===== src/rtl/serial_match_shifter.sv =====
module serial_match_shifter #(
  parameter int W = 16
) (
  input  logic         clk,
  input  logic         rst_n,
  input  logic         shift_en,
  input  logic         sdata,
  input  logic         mode_match,
  input  logic         count_zero,
  input  logic         buf_wr,
  input  logic [W-1:0] buf_wdata,
  input  logic         buf_rd,
  input  logic         match_clr,
  output logic [W-1:0] buf_q,
  output logic         rx_done,
  output logic         match_pulse,
  output logic         match_sticky
);

  logic [W-1:0] sh_q;
  logic [W-1:0] sh_next;
  logic         xfer;
  logic         hit;

  assign sh_next = shift_en ? {sh_q[W-2:0], sdata} : sh_q;
  assign xfer    = count_zero & ~mode_match;
  assign hit     = mode_match & shift_en & (sh_next == buf_q) & (sh_q != buf_q);

  always_ff @(posedge clk) begin
    if (!rst_n) begin
      sh_q         <= '0;
      buf_q        <= '0;
      rx_done      <= 1'b0;
      match_pulse  <= 1'b0;
      match_sticky <= 1'b0;
    end else begin
      sh_q         <= count_zero ? '0 : sh_next;
      if (xfer)
        buf_q      <= sh_next;
      else if (buf_wr)
        buf_q      <= buf_wdata;
      rx_done      <= xfer | (rx_done & ~buf_rd);
      match_pulse  <= hit;
      match_sticky <= hit | (match_sticky & ~match_clr);
    end
  end

endmodule



===== config.mk =====
export PLATFORM = sky130hd
export DESIGN_NAME = serial_match_shifter
export DESIGN_NICKNAME = d
export VERILOG_FILES = /design/src/rtl/serial_match_shifter.sv
export SDC_FILE = /design/constraint.sdc
export NUM_CORES = 1
export LEC_CHECK = 0
export BUFFER_PORTS_ARGS = -buffer_cell sky130_fd_sc_hd__buf_2
export CORE_UTILIZATION = 50
export DETAILED_ROUTE_END_ITERATION = 6
export PLACE_DENSITY = 0.76
export SYNTH_ARGS = -nofsm -noshare
export SYNTH_HDL_FRONTEND = slang
export SYNTH_SLANG_ARGS = --single-unit

===== constraint.sdc =====
create_clock -name clk -period 1.64 [get_ports clk]
set_input_delay 0.164 -clock clk [delete_from_list [all_inputs] [get_ports clk]]
set_output_delay 0.164 -clock clk [all_outputs]
set_load 0.02 [all_outputs]

==> results of run 1 <==
-- per-stage QoR --
stage | utilization (%) | std cells | total power [mW]
final | 62.57 | 289 | 1.678
after global routing | 62.57 | 289 | 1.768
after CTS | 62.57 | 289 | 1.687
after detailed placement | 61.09 | 281 | 1.256
after global placement | 61.09 | 281 | 1.253
after floorplan | - | 196 | 1.158
-- logic make-up (layout without fill, tap and decap cells) --
kind of cell	after synthesis	count (layout)
compound gates	2	2
xor+xnor	32	32
buf+inv	12	59
flops	35	35
mux	32	32
simple gates	83	83
-- placed cells by master, fill, tap and decap left out --
cell / netlist / layout
buf_4: 0 / 8
and3_1: 16 / 16
xor2_1: 19 / 19
nor3_2: 1 / 1
nand2b_1: 3 / 3
xnor2_1: 13 / 13
a21boi_1: 1 / 1
nor3_1: 1 / 1
dfxtp_1: 35 / 35
nor2_1: 18 / 18
nand2_1: 32 / 32
buf_2: 1 / 43
clkbuf_4: 0 / 5
nor4_2: 1 / 1
nand4_1: 2 / 2
mux2i_1: 26 / 26
nor2b_1: 1 / 1
mux2i_2: 6 / 6
nand3_1: 2 / 2
nand3b_1: 1 / 1
nor4_1: 5 / 5
clkbuf_1: 9 / 2
clkinv_2: 0 / 1
o21ai_1: 1 / 1
-- synthesized netlist by cell type (2+ instances only) --
| cell type | count | share of area, % |
|---|---|---|
| nand2b_1 | 3 | 1.0 |
| nor2_1 | 18 | 3.7 |
| xor2_1 | 19 | 9.2 |
| mux2i_1 | 26 | 14 |
| nand2_1 | 32 | 6.7 |
| clkbuf_1 | 9 | 1.9 |
| mux2i_2 | 6 | 4.6 |
| xnor2_1 | 13 | 6.3 |
| nand3_1 | 2 | 0.56 |
| dfxtp_1 | 35 | 39 |
| nand4_1 | 2 | 0.69 |
| nor4_1 | 5 | 1.7 |
| and3_1 | 16 | 5.6 |
-- registers in the layout, summed over array words and instances, names as in the netlist --
name          cells
sh_q             16
rx_done           1
match_pulse       1
match_sticky      1
buf_q            16
-- layout make-up --
class | count | share of cell area [%]
multi-input cells | 149 | 48.91
flip-flops and latches | 35 | 33.04
repair buffers | 51 | 12.98
well taps | 46 | 2.714
clock buffers | 7 | 2.124
clock inverters | 1 | 0.2360
-- critical path, cell delays in order (launching register included) --
cell	delay, ps
dfxtp_1	370
mux2i_2	230
xnor2_1	120
nor4_1	340
nand4_1	160
o21ai_1	140
-- path summary, 6_finish.rpt --
check	start	to	slack [ps]	depth (start not counted)
max	sh_q[14]	match_sticky	210	5
min	buf_rd	rx_done	80	3
max reg2reg	sh_q[14]	match_sticky	210	5
min reg2reg	rx_done	rx_done	500	2
-- per-layer routing --
layer / up-vias / GRT usage [%] / wire length [um] / part of all wire, %
met1: 672 / 30.35 / 1766 / 46
met2: 41 / 37.08 / 1799 / 47
met4: 0 / 10.48 / 74 / 1.9
met3: 7 / 5.590 / 183 / 4.8
li1: 748 / - / - / -
met5: - / 0 / 0 / 0
-- power by group --
part / total (mW) / switching, mW / internal [mW] / leakage (nW)
clock network: 0.443 / 0.277 / 0.167 / 0.0293
logic: 0.312 / 0.163 / 0.149 / 0.798
registers: 0.923 / 0.0416 / 0.881 / 0.286
==> run metrics, run 1 <==
status=complete, no violations; Min Hold Slack=between 80 and 90 ps; ys async rst share=0%; Synth Area in Compound Gates=less than 1%; total congestion overflow=0; initial antenna violation count=0; Mapped Area=0.001803 mm2; Synth Area in Simple Gates=22.28%; Starting Density=between 50% and 60%; area occupied by multi-input gates=~0.0010 mm2; routability cong.=0.8428; post-route antenna net violation count=0; chip height=62.05 um; Max Buffers Root-to-Sink=2; worst vdd ir=0.5204 mV; vias in the first global route=1337; library cells used by synthesis=23; Slew headroom=a little under three fifths; # DRC=0; Tightest Pin Transition=~650 ps; Lkg Pwr=roughly 1.1 nW; Die Span X=about 62 um; Root Buffer=clkbuf_4; post-cts resize count=0; Buffers on Ports=43; largest net degree at the start of global routing=21; Clock Sinks=35; Cell Pwr Density=791.4 mW/mm2; Clk Latency, worst-skew pair=340 ps; RSZ-0062 raised after global routing=false; FF+latch area=700.7 um2; core area=roughly 0.0034 mm2; average routed wire per standard cell=13.23 um; ratio of cells with drive above 1 in the final layout=a little over a quarter; final setup TNS=0 ps; area grow syn2layout=17.63%; Final Hold Vio Count=0; final wirelength=~3.8 mm; number of synthesized register bits=35; final-layout fill cell count=312; post-synthesis mux area share=about a fifth; CTS H-tree depth=2; num rows=21; Max Fclk=roughly 700 MHz; postcts setup bufs=0; main combinational cell family by area after synthesis=simple AND/OR/NAND/NOR gates; GRT Total Usage=a little under a quarter; Worst Setup Path Type=reg -> reg; HP Class=in -> reg; post-synthesis xor/xnor area fraction=15.54%; Final Cell Area=roughly 0.0021 mm2; Placed Area=0.002071 mm2; DP Worst Slack=~130 ps; Pre-antenna DRT Iters=4; Slew Limit Fails=0; Finish-stage setup viols=0; clk_skew=~4.7 ps; clock-pin slew on the worst setup and hold paths=around 100 ps; first-pass GRT wire length=between 6 and 7 mm; max-cap viol count=0; Synth Flop Type=dfxtp_1; I/O Pins=between 40 and 50; Worst EP required=around 1900 ps; final worst path period share=87.26%; crit end category=flip-flop; detailed router's first-iteration violation count=between 70 and 80; fin worst setup slack=209.0 ps; adder-cell share of the synthesized area=0%; cell count after synthesis=about 200; n_diodes=0; EDFF count, synth=0; Die ar.=approximately 0.0039 mm2; Post-Syn Nets=221; CP Max Fanout=3; CTS tree=done; vias per inst=just over 5; Tmin final=between 1000 and 1500 ps; nets=about 270; total number of yosys warnings=0; Mean Syn Cell Area=9.199 um2; routed vias=about 1500; DP HPWL=between 2 and 3 mm; post-synthesis sequential area ratio=between 30% and 40%; total CTS buffers=5; hold_buf cts=0; crit start category=flip-flop; crit path DAT=between 1500 and 2000 ps
(Power assumes the default switching activity.)
==> run 2, diff against run 1 <==
--- a/config.mk
+++ b/config.mk
@@ -5,10 +5,11 @@
 export SDC_FILE = /design/constraint.sdc
 export NUM_CORES = 1
 export LEC_CHECK = 0
+export ABC_AREA = 1
 export BUFFER_PORTS_ARGS = -buffer_cell sky130_fd_sc_hd__buf_2
 export CORE_UTILIZATION = 50
 export DETAILED_ROUTE_END_ITERATION = 6
-export PLACE_DENSITY = 0.76
+export PLACE_DENSITY = 0.75
 export SYNTH_ARGS = -nofsm -noshare
 export SYNTH_HDL_FRONTEND = slang
 export SYNTH_SLANG_ARGS = --single-unit
==> run 2 against run 1 <==
Against the previous run:
- synthesized area up 11%
- critical endpoint unchanged
- via count up 47%
- die area up 11%
- critical path type unchanged
- sequential cell count unchanged
- highest routed layer unchanged
- hold slack better by 49 ps
- maximum frequency up 13%
- cell count up 49%
- synthesized cell count up 72%
- non-clock buffer count down 2
==> run metrics, run 2 <==
status=complete, no violations; max-cap viol count=0 (unchanged); total number of yosys warnings=0 (unchanged); Final Hold Vio Count=0 (unchanged); chip height=65.26 um (+5.2%); Finish-stage setup viols=0 (unchanged); crit path DAT=1500 ps (-210 ps); EDFF count, synth=0 (unchanged); routability cong.=0.8745 (+3.8%); total CTS buffers=5 (unchanged); core area=0.003744 mm2 (+10%); final wirelength=5.057 mm (+32%); hold_buf cts=0 (unchanged); routed vias=2162 (+47%); nets=408 (+53%); Psw=0.6122 mW (+27%); vias per inst=5.016 (-1.2%); top cell type's share of synthesized area=35.02% (-3.8 points); Max Buffers Root-to-Sink=2 (unchanged); Area contributors post-synth=dfxtp_1 35%, nand2_1 23%, nor2_1 8.6%; HP Class=in -> reg; number of synthesized register bits=35 (unchanged); Reg power frac=46.9% (-8.1 points); final worst path period share=77.01% (-10 points); I/O Pins=44 (unchanged); Root Buffer=clkbuf_8; r2r setup slk=380 ps (+170 ps); post-synth top area cell=dfxtp_1; CTS tree=done; crit start category=flip-flop; Die Span X=65.26 um (+5.2%); RSZ-0062 raised after global routing=false; ys async rst share=0% (unchanged); Starting Density=53.44% (+0.25 points); post-route antenna net violation count=0 (unchanged); Buffers on Ports=43 (unchanged); Synth Flop Type=dfxtp_1; Int Power=1.375 mW (+15%); largest net degree at the start of global routing=39 (+86%); Clk Latency, worst-skew pair=290 ps (-50 ps); Mean Syn Cell Area=5.937 um2 (-35%); Die ar.=0.004258 mm2 (+11%); area grow syn2layout=17.89%; Mapped Area=0.002001 mm2 (+11%); clk_skew=6.817 ps (+2.129 ps); Clock Sinks=35 (unchanged); post-cts resize count=0 (unchanged); GRT Total Usage=26.98% (+3.5 points); # DRC=0 (unchanged); Clk pwr share=32.1% (+5.7 points); clock-pin slew on the worst setup and hold paths=70 ps (-30 ps); n_diodes=0 (unchanged); postcts setup bufs=0 (unchanged); CTS H-tree depth=2 (unchanged); detailed router's first-iteration violation count=183 (+150%); num rows=22 (+4.8%); CP Max Fanout=3 (unchanged); final setup TNS=0 ps (unchanged); total congestion overflow=0 (unchanged); first-pass GRT wire length=8.604 mm (+37%); ratio of cells with drive above 1 in the final layout=15.93% (-11 points); Tmin final=1263 ps (-168.1 ps); crit end category=flip-flop; final-layout fill cell count=396 (+27%); Pre-antenna DRT Iters=5 (+1); DP HPWL=3.778 mm (+33%); Worst Setup Path Type=reg -> reg; most common library cell in the layout ignoring fill and taps=nand2_1; Slew headroom=75.68% (+19 points); post-synthesis sequential area ratio=35.02% (-3.8 points); initial antenna violation count=0 (unchanged); most frequent cells in the layout=124 x nand2_1, 46 x nor2_1, 43 x inv_1, 43 x buf_2, 35 x dfxtp_1; Comb pwr share=21.0% (+2.4 points); Cell Pwr Density=842.7 mW/mm2 (+6.5%); Tightest Pin Transition=361.1 ps (-291.5 ps); Lkg Pwr=1.205 nW (+8.3%); Min Hold Slack=132.7 ps (+49.05 ps); count leader, synth=nand2_1; Slew Limit Fails=0 (unchanged); library cells used by synthesis=20 (-13%); vias in the first global route=1953 (+46%); Max Fclk=791.8 MHz (+13%); Synth top cells by count=124 x nand2_1, 46 x nor2_1, 43 x inv_1; Post-Syn Nets=362 (+64%); cell count after synthesis=337 (+72%); net switching fraction of the power=30.80% (+2.1 points); worst vdd ir=0.5896 mV (+13%); Largest regs=buf_q (16), sh_q (16); Worst EP required=1880 ps (-40 ps); average routed wire per standard cell=11.73 um (-11%)
-- run 2: changes by cell type after synthesis, sizes merged, moves of 13 or more --
cell | before | now
nand2 | 32 | 124
inv | 0 | 44
mux2i | 32 | 0
nor2 | 18 | 47
o21ai | 1 | 30
a21oi | 0 | 27
xor2 | 19 | 1
and3 | 16 | 0
xnor2 | 13 | 0
-- run 2: final cells by class --
class	count	area, um2	area share (%)
clock buffer	6	82.58	3.501
clock inverter	1	5.005	0.2122
inverter	44	165.2	7.003
multi-input combinational	248	1072	45.46
sequential	35	700.7	29.71
tap	48	60.06	2.546
timing repair buffer	49	272.8	11.57
-- run 2: path summary, 6_finish.rpt --
check,from,endpoint,cells after the start
worst max-delay path,sh_q[0],match_sticky,10
worst min register to register,rx_done,rx_done,2
worst max register to register,sh_q[0],match_sticky,10
worst min-delay path,buf_rd,rx_done,4
-- run 2: power by group through the flow --
stage / clock [mW] / sequential (mW) / combinational [mW]
finish: 0.639 / 0.932 / 0.417
global placement: 0 / 0.949 / 0.411
detailed placement: 0 / 0.950 / 0.418
CTS: 0.652 / 0.931 / 0.420
global route: 0.690 / 0.938 / 0.477
floorplan: 0 / 0.981 / 0.253
-- run 2: cell families after synthesis --
kind of cell              Yosys count  synth area share [%]
AOI/OAI and AO/OA                  67                 18.57
and+or+nand+nor                   180                 34.58
buffers and inverters              54                 11.38
xor gates and xnor gates            1                0.4379
DFF                                35                 35.02
-- run 2: through the flow --
step | instance area, um2 | std cells | utilization [%] | setup slack, ps | total power, mW
detailed placement | 2271 | 424 | 60.66 | 288.4 | 1.368
finish | 2359 | 431 | 63.00 | 377.1 | 1.988
floorplan | 2001 | 337 | - | 471.8 | 1.234
global route | 2359 | 431 | 63.00 | 223.5 | 2.105
global placement | 2271 | 424 | 60.66 | 299.9 | 1.360
CTS | 2359 | 431 | 63.00 | 381.1 | 2.002
-- run 2: critical path, stage by stage, from the launching register on --
cell,delay (ps)
dfxtp_1,350
inv_1,60
nand2_1,70
o21ai_0,150
nand2_1,110
nand2_1,50
nor2_1,100
nand2_1,60
nor2_1,100
nand3_1,100
nand2_1,60
-- run 2: layer usage --
metal  part of all wire, %  global-route usage (%)
met5                     0                       0
met4                   1.8                   10.60
met1                    47                   33.48
met2                    45                   44.72
met3                   5.4                   6.424
==> run 3, diff against run 2 <==
--- a/config.mk
+++ b/config.mk
@@ -7,9 +7,9 @@
 export LEC_CHECK = 0
 export ABC_AREA = 1
 export BUFFER_PORTS_ARGS = -buffer_cell sky130_fd_sc_hd__buf_2
-export CORE_UTILIZATION = 50
+export CORE_UTILIZATION = 49
 export DETAILED_ROUTE_END_ITERATION = 6
-export PLACE_DENSITY = 0.75
+export PLACE_DENSITY = 0.77
 export SYNTH_ARGS = -nofsm -noshare
 export SYNTH_HDL_FRONTEND = slang
 export SYNTH_SLANG_ARGS = --single-unit
==> constraint.sdc (replaced) <==
create_clock -name clk -period 1.1 [get_ports clk]
set_input_delay 0.11 -clock clk [delete_from_list [all_inputs] [get_ports clk]]
set_output_delay 0.11 -clock clk [all_outputs]
set_load 0.02 [all_outputs]
==> run 3 against run 2 <==
Against the previous run:
- total power up 60%
- combinational power grew 96%
- the flow now finishes with violations (negative setup slack)
- worst setup slack worse by 470 ps
- critical path type unchanged
- die area grew 2.0%
- sequential cell count unchanged
- sequential share of layout area is 3.6 points lower
- sequential power increased by 50%
- clock power grew 50%
==> run metrics, run 3 (synthesis gave the netlist of run 2 again) <==
routed vias=2363 (+9.3%); Slew Limit Fails=0 (unchanged); crit start category=flip-flop; GRT Total Usage=27.10% (+0.13 points); vias per inst=5.006 (-0.20%); routability cong.=0.8897 (+1.7%); ratio of cells with drive above 1 in the final layout=41.27% (+25 points); power after layout=3.172 mW (+60%); area grow syn2layout=43.34%; vias in the first global route=2092 (+7.1%); DP HPWL=4.112 mm (+8.8%); Worst Setup Path Type=reg -> reg; I/O Pins=44 (unchanged); crit path DAT=1430 ps (-70 ps); Pre-antenna DRT Iters=5 (unchanged); status=finished, violations left; Largest regs=buf_q (16), sh_q (16); most common library cell in the layout ignoring fill and taps=nand2_1; crit end category=flip-flop; Starting Density=52.67% (-0.77 points); first-pass GRT wire length=8.970 mm (+4.3%); clk_skew=3.960 ps (-2.858 ps); core area=0.003799 mm2 (+1.5%); most frequent cells in the layout=110 x nand2_1, 43 x buf_2, 42 x nor2_1, 41 x buf_4, 32 x inv_1; final-layout fill cell count=304 (-23%); Lkg Pwr=1.452 nW (+20%); Buffers on Ports=43 (unchanged); Die Span X=65.90 um (+0.99%); Max Fclk=836.6 MHz (+5.7%); final setup TNS=-190.2 ps (-190.2 ps); Clk Latency, worst-skew pair=290 ps (about the same); chip height=65.90 um (+0.99%); total CTS buffers=5 (unchanged); total congestion overflow=0 (unchanged); detailed router's first-iteration violation count=214 (+17%); final worst path period share=108.7% (+32 points); Cell Pwr Density=1106 mW/mm2 (+31%); clock-pin slew on the worst setup and hold paths=70 ps (about the same); Finish-stage setup viols=2 (+2); Die ar.=0.004343 mm2 (+2.0%); # DRC=0 (unchanged); # placed instances=458 (+8.0%); Final Hold Vio Count=0 (unchanged); Clock Sinks=35 (unchanged); worst vdd ir=0.9400 mV (+59%); Tightest Pin Transition=393.9 ps (+32.87 ps); HP Class=in -> reg; n_diodes=0 (unchanged); failing checks=negative setup slack; Max Buffers Root-to-Sink=2 (unchanged); Root Buffer=clkbuf_8; Tmin final=1195 ps (-67.61 ps); average routed wire per standard cell=12.17 um (+3.7%); initial antenna violation count=0 (unchanged); fin worst setup slack=-95.29 ps (-472.4 ps); nets=449 (+10%); largest net degree at the start of global routing=23 (-41%); num rows=22 (unchanged); Slew headroom=73.64% (-2.0 points); Finished Core Util=75.49% (+12 points); Worst EP required=1340 ps (-540 ps); hold_buf cts=0 (unchanged); Final Non-Filler Cells=472 (+9.5%); RSZ-0062 raised after global routing=true; post-route antenna net violation count=0 (unchanged); CTS H-tree depth=2 (unchanged); CTS tree=done; Min Hold Slack=61.35 ps (-71.32 ps); final wirelength=5.744 mm (+14%); CP Max Fanout=3 (unchanged); max-cap viol count=0 (unchanged)
[run 3: final timing paths]
path / start / end / slack (ps) / cells after the start
setup / recovery: sh_q[6] / match_sticky / -100 / 10
hold / removal: match_clr / match_sticky / 60 / 3
setup reg to reg: sh_q[6] / match_sticky / -100 / 10
hold reg to reg: match_sticky / match_sticky / 460 / 2
[run 3: layout make-up]
cell class,instances,area [um2],area share (%)
Sequential cell,35,749.5,26.13
Tap cell,48,60.06,2.094
Inverter,44,167.7,5.846
Clock buffer,6,82.58,2.880
Clock inverter,1,5.005,0.1745
Timing Repair Buffer,90,616.8,21.51
Multi-Input combinational cell,248,1186,41.36
[run 3: timing repair]
action,4_1_cts,5_1_grt
resized for setup,27,46
setup buffers,2,5
setup endpoints to repair,4,6
pin swaps,17,20
[run 3: layer usage]
layer  GRT usage [%]  routed length, um
met1           33.72               2627
met2           47.19               2776
met3           4.655                269
met4           7.880                 70
met5               0                  0
[run 3: per-stage QoR]
step | setup WS (ps) | instance area [um2]
6_report | -95.29 | 2868
5_1_grt | -167.7 | 2868
4_1_cts | -62.16 | 2726
3_5_place_dp | -177.5 | 2570
3_3_place_gp | -162.5 | 2570
2_1_floorplan | 15.91 | 2019
[run 3: where the power goes]
group	internal, mW	leakage (nW)	switching [mW]
Clock	0.491	0.0470	0.464
Combinational	0.350	1.10	0.468
Sequential	1.34	0.300	0.0636
Total	2.18	1.45	0.996
[run 3: critical path, stage by stage, from the launching register on]
cell and delay (ps):
dfxtp_2 340, nand2_1 80, o21ai_2 60, buf_4 130
nand2_1 60, nand2_1 50, nor2_1 90, nand2_1 60
nor2_1 120, nand3_2 90, nand2_1 60
